File: src/rtl/refsched_pkg.sv
package refsched_pkg;

  typedef enum logic {
    MODE_RUN  = 1'b0,
    MODE_SELF = 1'b1
  } modeT;

  // control -> datapath strobes, at most one per cycle
  typedef struct packed {
    logic issueRef;
    logic enterSr;
    logic exitSr;
  } strobeT;

  function automatic int cycCeil(input int timePs, input int clkPs);
    return (timePs + clkPs - 1) / clkPs;
  endfunction

endpackage

File: src/rtl/refsched_ctrl.sv
module refsched_ctrl
  import refsched_pkg::*;
(
  input  logic   clk,
  input  logic   rstN,
  input  logic   arbGnt,
  input  logic   allIdle,
  input  logic   srReq,
  input  logic   debtZero,
  input  logic   recovering,
  input  logic   exitBusy,
  output modeT   mode,
  output strobeT strobe
);

  modeT modeQ;
  logic canIssue;

  // bus usable only with grant, precharged banks and no open timing window
  assign canIssue = (modeQ == MODE_RUN) && arbGnt && allIdle && !recovering && !exitBusy;

  always_comb begin
    strobe = '0;
    strobe.enterSr  = canIssue && srReq;
    strobe.issueRef = canIssue && !srReq && !debtZero;
    strobe.exitSr   = (modeQ == MODE_SELF) && !srReq;
  end

  always_ff @(posedge clk or negedge rstN) begin
    if (!rstN) begin
      modeQ <= MODE_RUN;
    end else if (strobe.enterSr) begin
      modeQ <= MODE_SELF;
    end else if (strobe.exitSr) begin
      modeQ <= MODE_RUN;
    end
  end

  assign mode = modeQ;

  // entry, refresh and exit are mutually exclusive
  p_one_strobe_r6: assert property (@(posedge clk) disable iff (!rstN)
    $onehot0({strobe.issueRef, strobe.enterSr, strobe.exitSr}));

  // nothing starts while the post-exit window runs
  p_no_start_in_exit_r8: assert property (@(posedge clk) disable iff (!rstN)
    exitBusy |-> !strobe.issueRef && !strobe.enterSr);

endmodule

File: src/rtl/refsched_dp.sv
module refsched_dp
  import refsched_pkg::*;
#(
  parameter int REFI_CYC = 1040,
  parameter int MAX_DEBT = 8,
  parameter int RFC_CYC  = 10,
  parameter int XSA_CYC  = 10,
  parameter int XSR_CYC  = 200
) (
  input  logic   clk,
  input  logic   rstN,
  input  modeT   mode,
  input  strobeT strobe,
  output logic   debtZero,
  output logic   debtFull,
  output logic   recovering,
  output logic   exitBusy,
  output logic   readBusy,
  output logic   cke,
  output logic   csN,
  output logic   rasN,
  output logic   casN,
  output logic   weN
);

  localparam int CNT_W  = $clog2(REFI_CYC + 1);
  localparam int DEBT_W = $clog2(MAX_DEBT + 1);
  localparam int RFC_W  = $clog2(RFC_CYC + 1);
  localparam int XSA_W  = $clog2(XSA_CYC + 1);
  localparam int XSR_W  = $clog2(XSR_CYC + 1);
  localparam logic [CNT_W-1:0]  CNT_LAST = CNT_W'(REFI_CYC - 1);
  localparam logic [DEBT_W-1:0] DEBT_MAX = DEBT_W'(MAX_DEBT);

  logic [CNT_W-1:0]  intervalCnt;
  logic [DEBT_W-1:0] debt;
  logic [RFC_W-1:0]  rfcCnt;
  logic [XSA_W-1:0]  xsaCnt;
  logic [XSR_W-1:0]  xsrCnt;
  logic              tick;
  logic              inSelf;

  assign inSelf = (mode == MODE_SELF);
  assign tick   = !inSelf && !strobe.enterSr && (intervalCnt == CNT_LAST);

  // average-interval counter, parked at zero during self-refresh
  always_ff @(posedge clk or negedge rstN) begin
    if (!rstN) begin
      intervalCnt <= '0;
    end else if (inSelf || strobe.enterSr || intervalCnt == CNT_LAST) begin
      intervalCnt <= '0;
    end else begin
      intervalCnt <= intervalCnt + 1'b1;
    end
  end

  // owed-refresh backlog
  always_ff @(posedge clk or negedge rstN) begin
    if (!rstN) begin
      debt <= '0;
    end else if (inSelf || strobe.enterSr) begin
      debt <= '0;
    end else begin
      unique case ({tick, strobe.issueRef})
        2'b10:   if (debt != DEBT_MAX) debt <= debt + 1'b1;
        2'b01:   debt <= debt - 1'b1;
        default: debt <= debt;
      endcase
    end
  end

  // timing windows, one per limit
  always_ff @(posedge clk or negedge rstN) begin
    if (!rstN) begin
      rfcCnt <= '0;
      xsaCnt <= '0;
      xsrCnt <= '0;
    end else begin
      if (strobe.issueRef)   rfcCnt <= RFC_W'(RFC_CYC - 1);
      else if (rfcCnt != '0) rfcCnt <= rfcCnt - 1'b1;
      if (strobe.exitSr)     xsaCnt <= XSA_W'(XSA_CYC - 1);
      else if (xsaCnt != '0) xsaCnt <= xsaCnt - 1'b1;
      if (strobe.exitSr)     xsrCnt <= XSR_W'(XSR_CYC - 1);
      else if (xsrCnt != '0) xsrCnt <= xsrCnt - 1'b1;
    end
  end

  // registered command lines
  always_ff @(posedge clk or negedge rstN) begin
    if (!rstN) begin
      cke  <= 1'b1;
      csN  <= 1'b1;
      rasN <= 1'b1;
      casN <= 1'b1;
      weN  <= 1'b1;
    end else begin
      cke  <= 1'b1;
      csN  <= 1'b1;
      rasN <= 1'b1;
      casN <= 1'b1;
      weN  <= 1'b1;
      if (strobe.issueRef || strobe.enterSr) begin
        csN  <= 1'b0;
        rasN <= 1'b0;
        casN <= 1'b0;
        cke  <= !strobe.enterSr;
      end else if (strobe.exitSr) begin
        csN  <= 1'b0;
      end else if (inSelf) begin
        cke  <= 1'b0;
      end
    end
  end

  assign debtZero   = (debt == '0);
  assign debtFull   = (debt == DEBT_MAX);
  assign recovering = (rfcCnt != '0);
  assign exitBusy   = (xsaCnt != '0);
  assign readBusy   = (xsrCnt != '0);

  // control never issues while the recovery window runs
  p_rfc_quiet_r5: assert property (@(posedge clk) disable iff (!rstN)
    recovering |-> !strobe.issueRef);

  // the backlog moves by at most one per cycle upward
  p_debt_step_r2: assert property (@(posedge clk) disable iff (!rstN)
    (debt > $past(debt)) |-> (debt == $past(debt) + 1'b1));

  // the backlog never passes its limit
  p_no_overflow_r3: assert property (@(posedge clk) disable iff (!rstN)
    debt <= DEBT_MAX);

endmodule

File: src/rtl/refsched_top.sv
module refsched_top
  import refsched_pkg::*;
#(
  parameter int REFI_CYC     = 1040,
  parameter int MAX_POSTPONE = 8,
  parameter int CLK_PS       = 7500,
  parameter int TRFC_PS      = 75000,
  parameter int TXSA_PS      = 75000,
  parameter int XSR_CYC      = 200
) (
  input  logic clk,
  input  logic rstN,
  input  logic arbGnt,
  input  logic allIdle,
  input  logic srReq,
  output logic refReq,
  output logic refUrgent,
  output logic holdOff,
  output logic actBlock,
  output logic rdBlock,
  output logic cke,
  output logic csN,
  output logic rasN,
  output logic casN,
  output logic weN
);

  localparam int RFC_CYC = cycCeil(TRFC_PS, CLK_PS);
  localparam int XSA_CYC = cycCeil(TXSA_PS, CLK_PS);

  modeT   mode;
  strobeT strobe;
  logic   debtZero;
  logic   debtFull;
  logic   recovering;
  logic   exitBusy;
  logic   readBusy;

  refsched_ctrl i_ctrl (
    .clk        (clk),
    .rstN       (rstN),
    .arbGnt     (arbGnt),
    .allIdle    (allIdle),
    .srReq      (srReq),
    .debtZero   (debtZero),
    .recovering (recovering),
    .exitBusy   (exitBusy),
    .mode       (mode),
    .strobe     (strobe)
  );

  refsched_dp #(
    .REFI_CYC (REFI_CYC),
    .MAX_DEBT (MAX_POSTPONE),
    .RFC_CYC  (RFC_CYC),
    .XSA_CYC  (XSA_CYC),
    .XSR_CYC  (XSR_CYC)
  ) i_dp (
    .clk        (clk),
    .rstN       (rstN),
    .mode       (mode),
    .strobe     (strobe),
    .debtZero   (debtZero),
    .debtFull   (debtFull),
    .recovering (recovering),
    .exitBusy   (exitBusy),
    .readBusy   (readBusy),
    .cke        (cke),
    .csN        (csN),
    .rasN       (rasN),
    .casN       (casN),
    .weN        (weN)
  );

  assign refReq    = !debtZero;
  assign refUrgent = debtFull;
  assign holdOff   = recovering;
  assign actBlock  = exitBusy;
  assign rdBlock   = readBusy;

  // a refresh on the pins was preceded by a granted, idle cycle
  p_ref_idle_r4: assert property (@(posedge clk) disable iff (!rstN)
    (!csN && !rasN && !casN && weN && cke) |-> $past(arbGnt) && $past(allIdle));

  // clock enable only falls together with the refresh encoding
  p_cke_fall_r6: assert property (@(posedge clk) disable iff (!rstN)
    $fell(cke) |-> !csN && !rasN && !casN && weN);

  // clock enable only rises under a NOP
  p_cke_rise_r7: assert property (@(posedge clk) disable iff (!rstN)
    $rose(cke) |-> !csN && rasN && casN && weN);

  generate
    if (XSA_CYC > 1) begin : g_exitWin
      // the ACTIVE and READ windows open with the exit NOP
      p_exit_window_r8: assert property (@(posedge clk) disable iff (!rstN)
        $rose(cke) |-> actBlock && rdBlock);
    end
  endgenerate

endmodule

File: config.mk
export PLATFORM = sky130hd
export DESIGN_NAME = refsched_top
export DESIGN_NICKNAME = d
export VERILOG_FILES = /design/src/rtl/refsched_pkg.sv /design/src/rtl/refsched_ctrl.sv /design/src/rtl/refsched_dp.sv /design/src/rtl/refsched_top.sv
export SDC_FILE = /design/constraint.sdc
export NUM_CORES = 1
export LEC_CHECK = 0
export BUFFER_PORTS_ARGS = -buffer_cell sky130_fd_sc_hd__buf_2
export CORE_MARGIN = 4
export CORE_UTILIZATION = 55
export DETAILED_ROUTE_END_ITERATION = 12
export GPL_TIMING_DRIVEN = 1
export PLACE_DENSITY = 0.84
export RECOVER_POWER = 50
export REMOVE_ABC_BUFFERS = 1
export SLEW_MARGIN = 20
export SYNTH_ARGS = -nofsm -noshare
export SYNTH_HDL_FRONTEND = slang
export SYNTH_HIERARCHICAL = 1
export SYNTH_SLANG_ARGS = --single-unit
File: constraint.sdc
create_clock -name clk -period 6.5 [get_ports clk]
set_clock_uncertainty 0.1 [all_clocks]
set_input_delay 1.3 -clock clk [delete_from_list [all_inputs] [get_ports clk]]
set_output_delay 1.3 -clock clk [all_outputs]
set_load 0.02 [all_outputs]
Word level (Yosys, flattened, before mapping) --
Index checks and enable logic that the tools add are counted.
Word-level totals: flip-flop bits (word level) 35, output and inout bits 10
Operators by class: add/subtract/negate cells 6, equality and inequality tests 6, muxes and demuxes 18, bitwise gates (word level) 1, reduce and logical (&&, ||, !) cells 29
Operator list (number):
- $mux 4 | 6
- $mux 8 | 2
- $sub 4x1->4 const B | 3
- $add 11x1->11 const B | 1
- $eq 11x11->1 const B | 1
- $mux 11 | 1
- $logic_and 1x1->1 | 10
- $mux 1 | 8
- $pmux 4 s2 | 1
- $reduce_bool 2->1 | 4
- $reduce_bool 4->1 | 2
- $reduce_bool 8->1 | 1
- $sub 8x1->8 const B | 1
- $logic_not 1->1 | 6
- $add 4x1->4 const B | 1
- $eq 4x4->1 const B | 1
- $logic_not 4->1 | 1
- $ne 4x4->1 const B | 1
- $logic_or 1x1->1 | 3
- $ne 3x1->1 const B | 1
- $reduce_bool 3->1 | 1
- $eq 2x1->1 const B | 1
- $eq 2x2->1 const B | 1
- $reduce_and 2->1 | 1
- $not 1->1 | 1

Logic depth before layout (Yosys ltp) --
Gate-level depths: netlist of the first run.
depth in word-level cells 12, mapped depth 16, mapped depth without buffers 15

By module --
Netlist of the first run, hierarchy kept.
By module, submodules not included:
- refsched_dp | instances 1, cells an instance 172, area each 1750.4 um^2
- refsched_ctrl | instances 1, cells an instance 7, area each 86.3 um^2
- refsched_top | instances 1, cells an instance 1, area each 3.8 um^2

Least setup slack after synthesis of the first run --
OpenSTA, ideal clock, no wires.
path kind flip-flop to flip-flop, from register i_dp.rfcCnt[0], to register i_dp.debt[3], library setup time 77 ps, arrival 3593 ps, required time 6323 ps, slack 2729 ps, cell stages (with the launch flop) 15, clock period less this slack 3771 ps, path through dfrtp_1 -> inv_1 -> ha_1 -> or3b_2 -> clkbuf_1 -> nand4bb_4 -> nor4_1 -> clkbuf_1 -> and2_2 -> ha_1 -> inv_1 -> nor2_1 -> o211a_1 -> or4_1 -> a21oi_1
RTL lines:
- start: declaration | RTL line refsched_dp.sv:36 | logic [RFC_W-1:0] rfcCnt;
- start signal: assignment | RTL line refsched_dp.sv:78 | if (strobe.issueRef) rfcCnt <= RFC_W'(RFC_CYC - 1);
- start signal: assignment | RTL line refsched_dp.sv:79 | else if (rfcCnt != '0) rfcCnt <= rfcCnt - 1'b1;
- end signal: assignment | RTL line refsched_dp.sv:64 | 2'b10: if (debt != DEBT_MAX) debt <= debt + 1'b1;
- end signal: assignment | RTL line refsched_dp.sv:65 | 2'b01: debt <= debt - 1'b1;
- end signal: assignment | RTL line refsched_dp.sv:66 | default: debt <= debt;
- end: declaration | RTL line refsched_dp.sv:35 | logic [DEBT_W-1:0] debt;

==> flow_metrics.tcl, run 1 <==
set metrics [dict create \
    post-cts-setup-buffers 0 \
    crit_fanout 5 \
    ys.flop_type "dfrtp_1" \
    fin_total_pwr_uw 795.8 \
    die_x_microns 65.85 \
    finalWirelength_mm 3.502 \
    vias 1372 \
    firstDrtPassIters 4 \
    grt_pass1_vias 1323 \
    root_buffer "clkbuf_4" \
    cp_slowest_cell "or3b_2" \
    seq_area_frac_synth_pct 47.79 \
    dp.cells 232 \
    hold_class "reg -> reg" \
    fin_crit_ps 3789 \
    synth_top_cell_area_share_pct 43.51 \
    drive_above_1_share_pct 19.39 \
    syn_area_sq_um 1841 \
    rsz0062_at_grt "no" \
    synth_fa_ha_area_share_pct 4.079 \
    slowest_delay_ps 530 \
    leakage_uw 0.0009402 \
    cap_violations 1 \
    synth.avg_cell_area_sq_um 10.23 \
    power_density_nw_per_um2 400.8 \
    grt.total_usage_pct 18.15 \
    finalHoldViolCount 0 \
    pre_cts_ws_ps 2747 \
    nFillCells 256 \
    synth_cell_type_count 45 \
    vias_per_cell 5.717 \
    slew_viol_final 36 \
    synth-edff-count 0 \
    io_buffers 13 \
    synth_compound_area_share_pct 9.449 \
    slew_headroom_pct -22.67 \
    start_kind "register" \
    row_count 20 \
    dieArea_sq_um 4336 \
    outcome "finished with violations" \
    dieHeight_microns 65.85 \
    ys_async_sr_fraction_pct 100.0 \
    synth_top_family_by_area "simple AND/OR/NAND/NOR gates" \
    cp_num_buf_inv 2 \
    setup_tns_ps 0 \
    cts.clk_slew.worst_paths_ps 120 \
    synth_seq_cells 35 \
    synth_warnings 6 \
    failed_checks "capacitance limit, slew limit" \
    syn_to_final_growth_pct 7.886 \
    hold_buffers 0 \
    path_class "reg -> reg" \
    synth.area.mux_share_pct 1.292 \
    yosys.area.top_type "dfrtp_1" \
    avgRoutedWirePerCell_microns 14.59 \
    gp_congestion 0.7652 \
    ant_nets 0 \
    worst_pin_slew_ps 1840 \
    dp_hpwl_mm 2.542 \
    start_util_pct 58.84 \
    finalNetCount 206 \
    antennaDiodeCount 0 \
    arrival_ps 3960 \
    cts_tree "done" \
    clk_path_buf_depth 2 \
    syn_inst 180 \
    drt_iter0_markers 76 \
    end_kind "register" \
    clkLatencyLatePin_ps 350 \
    grt_max_degree 36 \
    setup-violations-final 0 \
    drc 0 \
    path_cells "inv_1, ha_1, or3b_2, nand4bb_1, nor3b_2, nor2_2, nand4_2, and2_2, ha_1, inv_1, nor2_1, o211a_1, or4_1, a21oi_1" \
    synth-simple-area-share_pct 25.90 \
    grt_antenna_before_repair 0 \
    htreeDepth 2 \
    numCtsBuffers 5 \
    cts_resized 0 \
    io_pins 15 \
    critical-path-top-delay-family "simple AND/OR/NAND/NOR gates" \
    grt_pass1_wl_mm 5.982 \
    ir_worst_vdd_mv 0.2476 \
    cp.required_ps 6670 \
    synth_top_cells_by_area "dfrtp_1 (44%), xnor2_1 (5.2%), nor2_1 (4.7%), dfstp_2 (4.3%), ha_1 (4.1%)" \
    layout_common_cells "dfrtp_1 (32), nor2_1 (23), inv_1 (12), xnor2_1 (11), buf_2 (11)" \
    grt.overflow.total 0 \
    synthXorXnorAreaFrac_pct 7.138 \
    fin_crit_sh_pct 58.29 \
    stdcell_count 240 \
    placeableCoreArea_sq_um 3128 \
    timing.fmax_mhz 263.9 \
    final_common_cell "dfrtp_1" \
    setup_ws_ps 2711 \
    clock-sinks 35 \
]
==> worst register-to-register path, cell delays in order (launching register included) <==
cell       delay [ps]
dfrtp_1           430
inv_1              70
ha_1              200
or3b_2            530
nand4bb_1         300
nor3b_2           400
nor2_2            110
nand4_2           160
and2_2            190
ha_1              260
inv_1             110
nor2_1             60
o211a_1           220
or4_1             460
a21oi_1           150
==> cell usage after synthesis (4+ instances only) <==
cell	instances
inv_1	12
ha_1	6
nand3_1	4
and3_1	8
xor2_1	4
nor2_1	23
nor3_1	5
dfrtp_1	32
a21oi_1	9
xnor2_1	11
nand2_1	5
nand2b_1	7
==> stage by stage <==
step                      utilization (%)  hold slack (ps)  instance area [sq um]
final                               63.48            380.1                   1986
after global routing                63.48            406.2                   1986
after CTS                           64.08            374.8                   2004
after detailed placement            62.12            357.4                   1943
after global placement              62.12            348.0                   1943
after floorplan                         -            325.1                   1809
==> flip-flops by register name (all words and copies together), names as in the netlist <==
register          cells
i_dp/debt             4
i_dp/xsrCnt           8
i_dp/intervalCnt     11
i_dp/rfcCnt           4
i_dp/csN              1
i_ctrl/mode           1
i_dp/cke              1
i_dp/xsaCnt           4
i_dp/casN             1
==> logic make-up (layout without fill, tap and decap cells) <==
| group | count (synthesis) | in the layout |
|---|---|---|
| compound gates | 26 | 26 |
| xor+xnor | 15 | 15 |
| fa+ha+maj | 6 | 6 |
| buf+inv | 18 | 34 |
| flops | 35 | 35 |
| mux | 2 | 2 |
| other cells | 1 | 1 |
| simple gates | 77 | 77 |
==> layout make-up <==
cell class              count  area [sq um]  area share, %
clock buffers               5         37.54          1.890
clock inverters             3         23.77          1.197
inverters                  12         45.04          2.268
multi-input cells         127         874.6          44.05
flip-flops and latches     35         879.6          44.30
well taps                  44         55.05          2.773
repair buffers             14         70.07          3.529
==> power by group <==
part / internal, uW / leakage (uW) / switching [uW]
registers: 301 / 0.000431 / 84.4
clock network: 43.2 / 0.0000278 / 78.6
logic: 141 / 0.000481 / 147
total: 485 / 0.000940 / 310
==> path summary, 6_finish.rpt <==
check / startpoint / endpoint / slack (ps) / cells after the start
worst max register to register: i_dp/rfcCnt[0] / i_dp/debt[3] / 2710 / 14
worst max-delay path: i_dp/rfcCnt[0] / i_dp/debt[3] / 2710 / 14
min in group asynchronous: rstN / i_dp/xsrCnt[4] / 1340 / 1
max in group asynchronous: rstN / i_dp/intervalCnt[6] / 3900 / 1
worst min-delay path: i_dp/intervalCnt[0] / i_dp/intervalCnt[0] / 380 / 1
worst min register to register: i_dp/intervalCnt[0] / i_dp/intervalCnt[0] / 380 / 1
==> layer usage <==
layer / vias up / wire, microns / share of wire, % / track usage, %
li1: 655 / - / - / -
met4: 0 / 46 / 1.3 / 6.736
met5: - / 0 / 0 / 0
met2: 36 / 1778 / 51 / 30.66
met1: 674 / 1516 / 43 / 22.10
met3: 7 / 161 / 4.6 / 4.762
(Power assumes the default switching activity.)
==> run 2: changes to the inputs <==
==> constraint.sdc (replaced) <==
create_clock -name clk -period 3.5 [get_ports clk]
set_clock_uncertainty 0.1 [all_clocks]
set_input_delay 0.7 -clock clk [delete_from_list [all_inputs] [get_ports clk]]
set_output_delay 0.7 -clock clk [all_outputs]
set_load 0.02 [all_outputs]
==> run 2 against run 1 <==
Net effect:
- the flow still finishes with violations (capacitance limit, slew limit)
- clock power up 130%
- core utilization is 2.7 points higher
- final cell count up 0.83%
- count of clock-buffer cells in the layout up 2
- combinational power is 100% higher
- cell area is 4.3% higher
- global-route usage rose by 1.1 points
- sequential share of layout area fell by 1.8 points
- sequential power grew 86%
- maximum frequency grew 15%
- setup slack lost 2500 ps
- die area unchanged
- critical path type unchanged
- largest cell class is now multi-input combinational cells
- largest power group unchanged
==> flow_metrics.tcl, run 2 (synthesis results as in run 1) <==
set metrics [dict create \
    outcome "finished with violations" \
    failed_checks "capacitance limit, slew limit" \
    largest_register_ffs 11 \
    power_density_nw_per_um2 765.9 \
    ant_nets 0 \
    slew_headroom_pct -20.22 \
    start_util_pct 58.84 \
    layout_common_cells "dfrtp_1 (32), nor2_1 (23), buf_2 (12), inv_1 (11), xnor2_1 (11)" \
    cp.required_ps 3670 \
    dieHeight_microns 65.85 \
    worst_pin_slew_ps 1803 \
    setup-violations-final 0 \
    cap_violations 1 \
    slew_viol_final 36 \
    die_x_microns 65.85 \
    grt_antenna_before_repair 0 \
    grt_pass1_vias 1378 \
    pre_cts_ws_ps -20.78 \
    whs_ps 367.7 \
    arrival_ps 3460 \
    antennaDiodeCount 0 \
    path_class "reg -> reg" \
    final_common_cell "dfrtp_1" \
    timing.fmax_mhz 304.2 \
    fin_crit_sh_pct 93.93 \
    dp.cells 233 \
    syn_to_final_growth_pct 12.51 \
    io_buffers 13 \
    htreeDepth 2 \
    grt_pass1_wl_mm 6.216 \
    crit_fanout 5 \
    cts.clk_slew.worst_paths_ps 110 \
    grt.overflow.total 0 \
    path_cells "inv_1, ha_2, or3b_4, nand4bb_4, nor3b_4, nor2_2, nand4_4, and2_2, ha_4, inv_2, nor2_1, o211a_1, or4_1, a21oi_1" \
    clkLatencyLatePin_ps 340 \
    row_count 20 \
    clk_path_buf_depth 2 \
    setup_tns_ps 0 \
    dp_hpwl_mm 2.673 \
    clock-sinks 35 \
    slowest_delay_ps 460 \
    fin_total_pwr_uw 1586 \
    root_buffer "clkbuf_4" \
    leakage_uw 0.0009714 \
    vias_per_cell 5.628 \
    finalNetCount 208 \
    stdcell_count 242 \
    io_pins 15 \
    numCtsBuffers 5 \
    cts_tree "done" \
    grt.total_usage_pct 19.25 \
    firstDrtPassIters 4 \
    regMostFlops "i_dp/intervalCnt" \
    cp_num_buf_inv 2 \
    drc 0 \
    avgRoutedWirePerCell_microns 14.97 \
    cp_slowest_cell "or4_1" \
    finalHoldViolCount 0 \
    critical-path-top-delay-family "simple AND/OR/NAND/NOR gates" \
    drive_above_1_share_pct 22.22 \
    ir_worst_vdd_mv 0.5293 \
    nFillCells 243 \
    setup_ws_ps 212.5 \
    start_kind "register" \
    hold_class "reg -> reg" \
    vias 1362 \
    fin_crit_ps 3287 \
    grt_max_degree 36 \
    gp_congestion 0.7847 \
    finalWirelength_mm 3.622 \
    dieArea_sq_um 4336 \
    end_kind "register" \
    drt_iter0_markers 50 \
    reg_top3 "i_dp/intervalCnt x11, i_dp/xsrCnt x8" \
    placeableCoreArea_sq_um 3128 \
    ff2ff_setup_slack_ps 210 \
]
run 2: changes by cell type in the layout (fill, tap and decap cells not counted), sizes merged:
cell      delta
clkinvlp     -2
buf          +3
clkbuf       +1
bufinv       +1
inv          -1
run 2: layout make-up:
| class | instances | area [sq um] | share of cell area (%) |
|---|---|---|---|
| multi-input cells | 127 | 929.6 | 44.89 |
| repair buffers | 16 | 86.33 | 4.169 |
| inverters | 12 | 45.04 | 2.175 |
| flip-flops and latches | 35 | 879.6 | 42.48 |
| clock buffers | 7 | 45.04 | 2.175 |
| well taps | 44 | 55.05 | 2.659 |
| clock inverters | 1 | 30.03 | 1.450 |
run 2: metal layers:
layer / track usage (%) / share of wire, % / vias to the layer above
li1: - / - / 659
met1: 22.37 / 42 / 674
met2: 32.29 / 53 / 22
met3: 5.442 / 3.6 / 7
met4: 9.585 / 1.8 / 0
met5: 0 / 0 / -
run 2: final timing paths:
path | from | end | cells past startpoint
worst max-delay path | i_dp/rfcCnt[1] | i_dp/debt[3] | 14
worst min-delay path | i_dp/intervalCnt[0] | i_dp/intervalCnt[0] | 1
worst max register to register | i_dp/rfcCnt[1] | i_dp/debt[3] | 14
worst min register to register | i_dp/intervalCnt[0] | i_dp/intervalCnt[0] | 1
max in group asynchronous | rstN | i_ctrl/mode | 1
min in group asynchronous | rstN | i_dp/xsrCnt[2] | 1
run 2: metrics by stage:
step | area, sq um | util (%)
6_report | 2071 | 66.20
5_1_grt | 2071 | 66.20
4_1_cts | 2028 | 64.84
3_5_place_dp | 1951 | 62.36
3_3_place_gp | 1951 | 62.36
2_1_floorplan | 1809 | -
run 2: report_power, final:
group	switching (uW)	total (uW)	leakage, uW	internal [uW]
Combinational	302	588	0.000500	286
Clock	132	283	0.0000395	152
Sequential	156	715	0.000431	559
Total	590	1590	0.000971	996
run 2: timing repair:
action | in CTS | in global routing
cloned | 0 | 0
buffers inserted | 0 | 1
resized for setup | 1 | 6
pin swaps | 0 | 1
hold buffers | 0 | 0
setup endpoints to repair | 1 | 2
==> run 3: changes to the inputs <==
--- a/config.mk
+++ b/config.mk
@@ -5,6 +5,7 @@
 export SDC_FILE = /design/constraint.sdc
 export NUM_CORES = 1
 export LEC_CHECK = 0
+export ABC_AREA = 1
 export BUFFER_PORTS_ARGS = -buffer_cell sky130_fd_sc_hd__buf_2
 export CORE_MARGIN = 4
 export CORE_UTILIZATION = 55
==> run 3 against run 2 <==
Net effect:
- the run still ends with capacitance limit, slew limit left
- sequential cell count is the same
- critical path depth grew 6
- non-clock buffer count shrank 2
- sequential power shrank 4.6%
- count of clock-buffer cells in the layout is the same
- synthesized area grew 2.1%
- final cell count grew 22%
- combinational power grew 3%
- worst hold slack gained 9.9 ps
- power shrank 5.2%
- critical endpoint unchanged
- largest cell class is now registers
- largest power group unchanged
==> flow_metrics.tcl, run 3 <==
set metrics [dict create \
    outcome "finished with violations" \
    failed_checks "capacitance limit, slew limit" \
    vias_per_cell 5.189 \
    fin_crit_ps 2753 \
    arrival_ps 2900 \
    largest_register_ffs 11 \
    drive_above_1_share_pct 14.29 \
    root_buffer "clkbuf_4" \
    io_pins 15 \
    numCtsBuffers 5 \
    hold_class "reg -> reg" \
    placeableCoreArea_sq_um 3153 \
    firstDrtPassIters 4 \
    dieArea_sq_um 4416 \
    timing.rr.start "i_dp/rfcCnt[0]" \
    p_seq_share_pct 45.4 \
    rsz0062_at_grt "no" \
    clock-sinks 35 \
    slew_viol_final 36 \
    timing.fmax_mhz 363.2 \
    leakage_uw 0.001034 \
    p_int_uw 882.1 \
    ff2ff_setup_slack_ps 750 \
    r2r_end "i_dp/debt[3]" \
    grt_max_degree 36 \
    yosys.area.top_type "dfrtp_1" \
    ant_nets 0 \
    finalHoldViolCount 0 \
    worst_pin_slew_ps 1836 \
    dp_hpwl_mm 2.640 \
    htreeDepth 2 \
    vias 1536 \
    finalWirelength_mm 3.569 \
    dr_wl_met2_mm 1.652 \
    synth.avg_cell_area_sq_um 8.031 \
    synth.area.mux_share_pct 0 \
    synth_commonest_cells "inv_1 (44), nand2_1 (36), dfrtp_1 (32)" \
    fin_total_pwr_uw 1503 \
    stdcell_count 296 \
    synth-edff-count 0 \
    critPathLaunch "i_dp/rfcCnt[0]" \
    synth_fa_ha_area_share_pct 3.995 \
    ir_worst_vdd_mv 0.4257 \
    synth_seq_cells 35 \
    crit_path_end "i_dp/debt[3]" \
    synth_warnings 6 \
    yosys.cell_count.top_type "inv_1" \
    hold_buffers 0 \
    fin_crit_sh_pct 78.66 \
    switching_share_pct 41.32 \
    synth-simple-area-share_pct 27.96 \
    dr_wl_met3_microns 151 \
    power_density_nw_per_um2 740.7 \
    path_class "reg -> reg" \
    ff2ff_path_depth 20 \
    die_x_microns 66.46 \
    dieHeight_microns 66.46 \
    synth_compound_area_share_pct 9.854 \
    ys_async_sr_fraction_pct 100.0 \
    grt.total_usage_pct 19.27 \
    fin_area_sq_um 2029 \
    clk_path_buf_depth 2 \
    syn_inst 234 \
    synth_top_family_by_area "simple AND/OR/NAND/NOR gates" \
    power_frac_clock_pct 14.3 \
    seq_area_frac_synth_pct 46.80 \
    synthXorXnorAreaFrac_pct 0.9321 \
    grt.overflow.total 0 \
    post-cts-setup-buffers 0 \
    p_sw_uw 621.1 \
    cts_tree "done" \
    grt_pass1_wl_mm 6.430 \
    cp.required_ps 3650 \
    finalNetCount 262 \
    cts_resized 0 \
    drc 0 \
    end_kind "register" \
    placed_cell_area_sq_um 1983 \
    start_kind "register" \
    ys.flop_type "dfrtp_1" \
    layout_common_cells "inv_1 (44), nand2_1 (36), dfrtp_1 (32), nor2_1 (23)" \
    grt_pass1_vias 1484 \
    dp.cells 288 \
    drt_iter0_markers 100 \
    crit_fanout 5 \
    slew_headroom_pct -22.39 \
    clkLatencyLatePin_ps 340 \
    synth_cell_type_count 35 \
    wl_met1_mm 1.699 \
    synth_top_cell_area_share_pct 42.61 \
    syn_to_final_growth_pct 7.990 \
    final_common_cell "inv_1" \
    reg_top3 "i_dp/intervalCnt x11, i_dp/xsrCnt x8" \
    start_util_pct 59.60 \
    synth_top_cells_by_area "dfrtp_1 (43%), inv_1 (8.8%), nand2_1 (7.2%), nor2_1 (4.4%), dfstp_2 (4.2%)" \
    row_count 20 \
    setup-violations-final 0 \
    cts.clk_slew.worst_paths_ps 110 \
    gp_congestion 0.8682 \
    syn_area_sq_um 1879 \
    antennaDiodeCount 0 \
    io_buffers 13 \
    avgRoutedWirePerCell_microns 12.06 \
    regMostFlops "i_dp/intervalCnt" \
    setup_tns_ps 0 \
    power_frac_comb_pct 40.3 \
    top_layer "met4" \
    cap_violations 1 \
    grt_antenna_before_repair 0 \
    nFillCells 284 \
]
-- run 3: worst min path at each step --
stage                         from                  end  depth (start not counted)
2_1_floorplan                 rstN          i_ctrl/mode                          0
3_3_place_gp   i_dp/intervalCnt[0]  i_dp/intervalCnt[0]                          1
3_5_place_dp   i_dp/intervalCnt[0]  i_dp/intervalCnt[0]                          1
4_1_cts                       rstN       i_dp/xsrCnt[1]                          1
5_1_grt        i_dp/intervalCnt[0]  i_dp/intervalCnt[0]                          1
6_report       i_dp/intervalCnt[0]  i_dp/intervalCnt[0]                          1
-- run 3: critical path: stages, from the launching register on --
cell,delay [ps]
dfrtp_1,380
inv_1,60
ha_1,200
nand2_1,80
nor2_1,60
inv_1,120
nor2_1,80
nand4_1,110
inv_1,80
nor2_1,270
nand3_2,160
nand2_1,130
inv_1,50
ha_1,310
nand2_1,60
inv_1,50
nand3_1,90
nand2_1,80
nand2_1,50
nand3_1,70
nand2_1,50
-- run 3: layer usage --
metal	track usage (%)	up-vias
li1	-	781
met2	30.48	31
met4	8.376	0
met1	25.33	716
met5	0	-
met3	4.216	8
-- run 3: through the flow --
| stage | utilization (%) | setup slack [ps] | hold slack (ps) |
|---|---|---|---|
| 3_5_place_dp | 62.90 | 758.4 | 363.5 |
| 3_3_place_gp | 62.90 | 910.1 | 350.0 |
| 6_report | 64.37 | 746.9 | 377.7 |
| 4_1_cts | 64.48 | 734.5 | 343.1 |
| 5_1_grt | 64.37 | 321.9 | 402.4 |
| 2_1_floorplan | - | 829.8 | 304.4 |
-- run 3: cell families (layout without fill, tap and decap cells) --
| kind of cell | count (synthesis) | after routing |
|---|---|---|
| buffers and inverters | 49 | 67 |
| adders and majority gates | 6 | 6 |
| xor gates and xnor gates | 2 | 2 |
| DFF | 35 | 35 |
| other | 1 | 1 |
| AOI/OAI and AO/OA | 34 | 34 |
| and+or+nand+nor | 107 | 107 |
-- run 3: layout make-up --
| type | count | area [sq um] | area share [%] |
|---|---|---|---|
| inverter | 45 | 168.9 | 8.323 |
| tap | 44 | 55.05 | 2.713 |
| multi-input combinational | 150 | 804.5 | 39.64 |
| sequential | 35 | 879.6 | 43.34 |
| timing repair buffer | 14 | 71.32 | 3.514 |
| clock inverter | 1 | 5.005 | 0.2466 |
| clock buffer | 7 | 45.04 | 2.219 |
-- run 3: power by group through the flow --
stage	clock (uW)	sequential, uW	combinational (uW)
finish	215	682	606
global route	241	711	704
CTS	218	682	612
detailed placement	0	687	609
global placement	0	682	571
floorplan	0	661	487
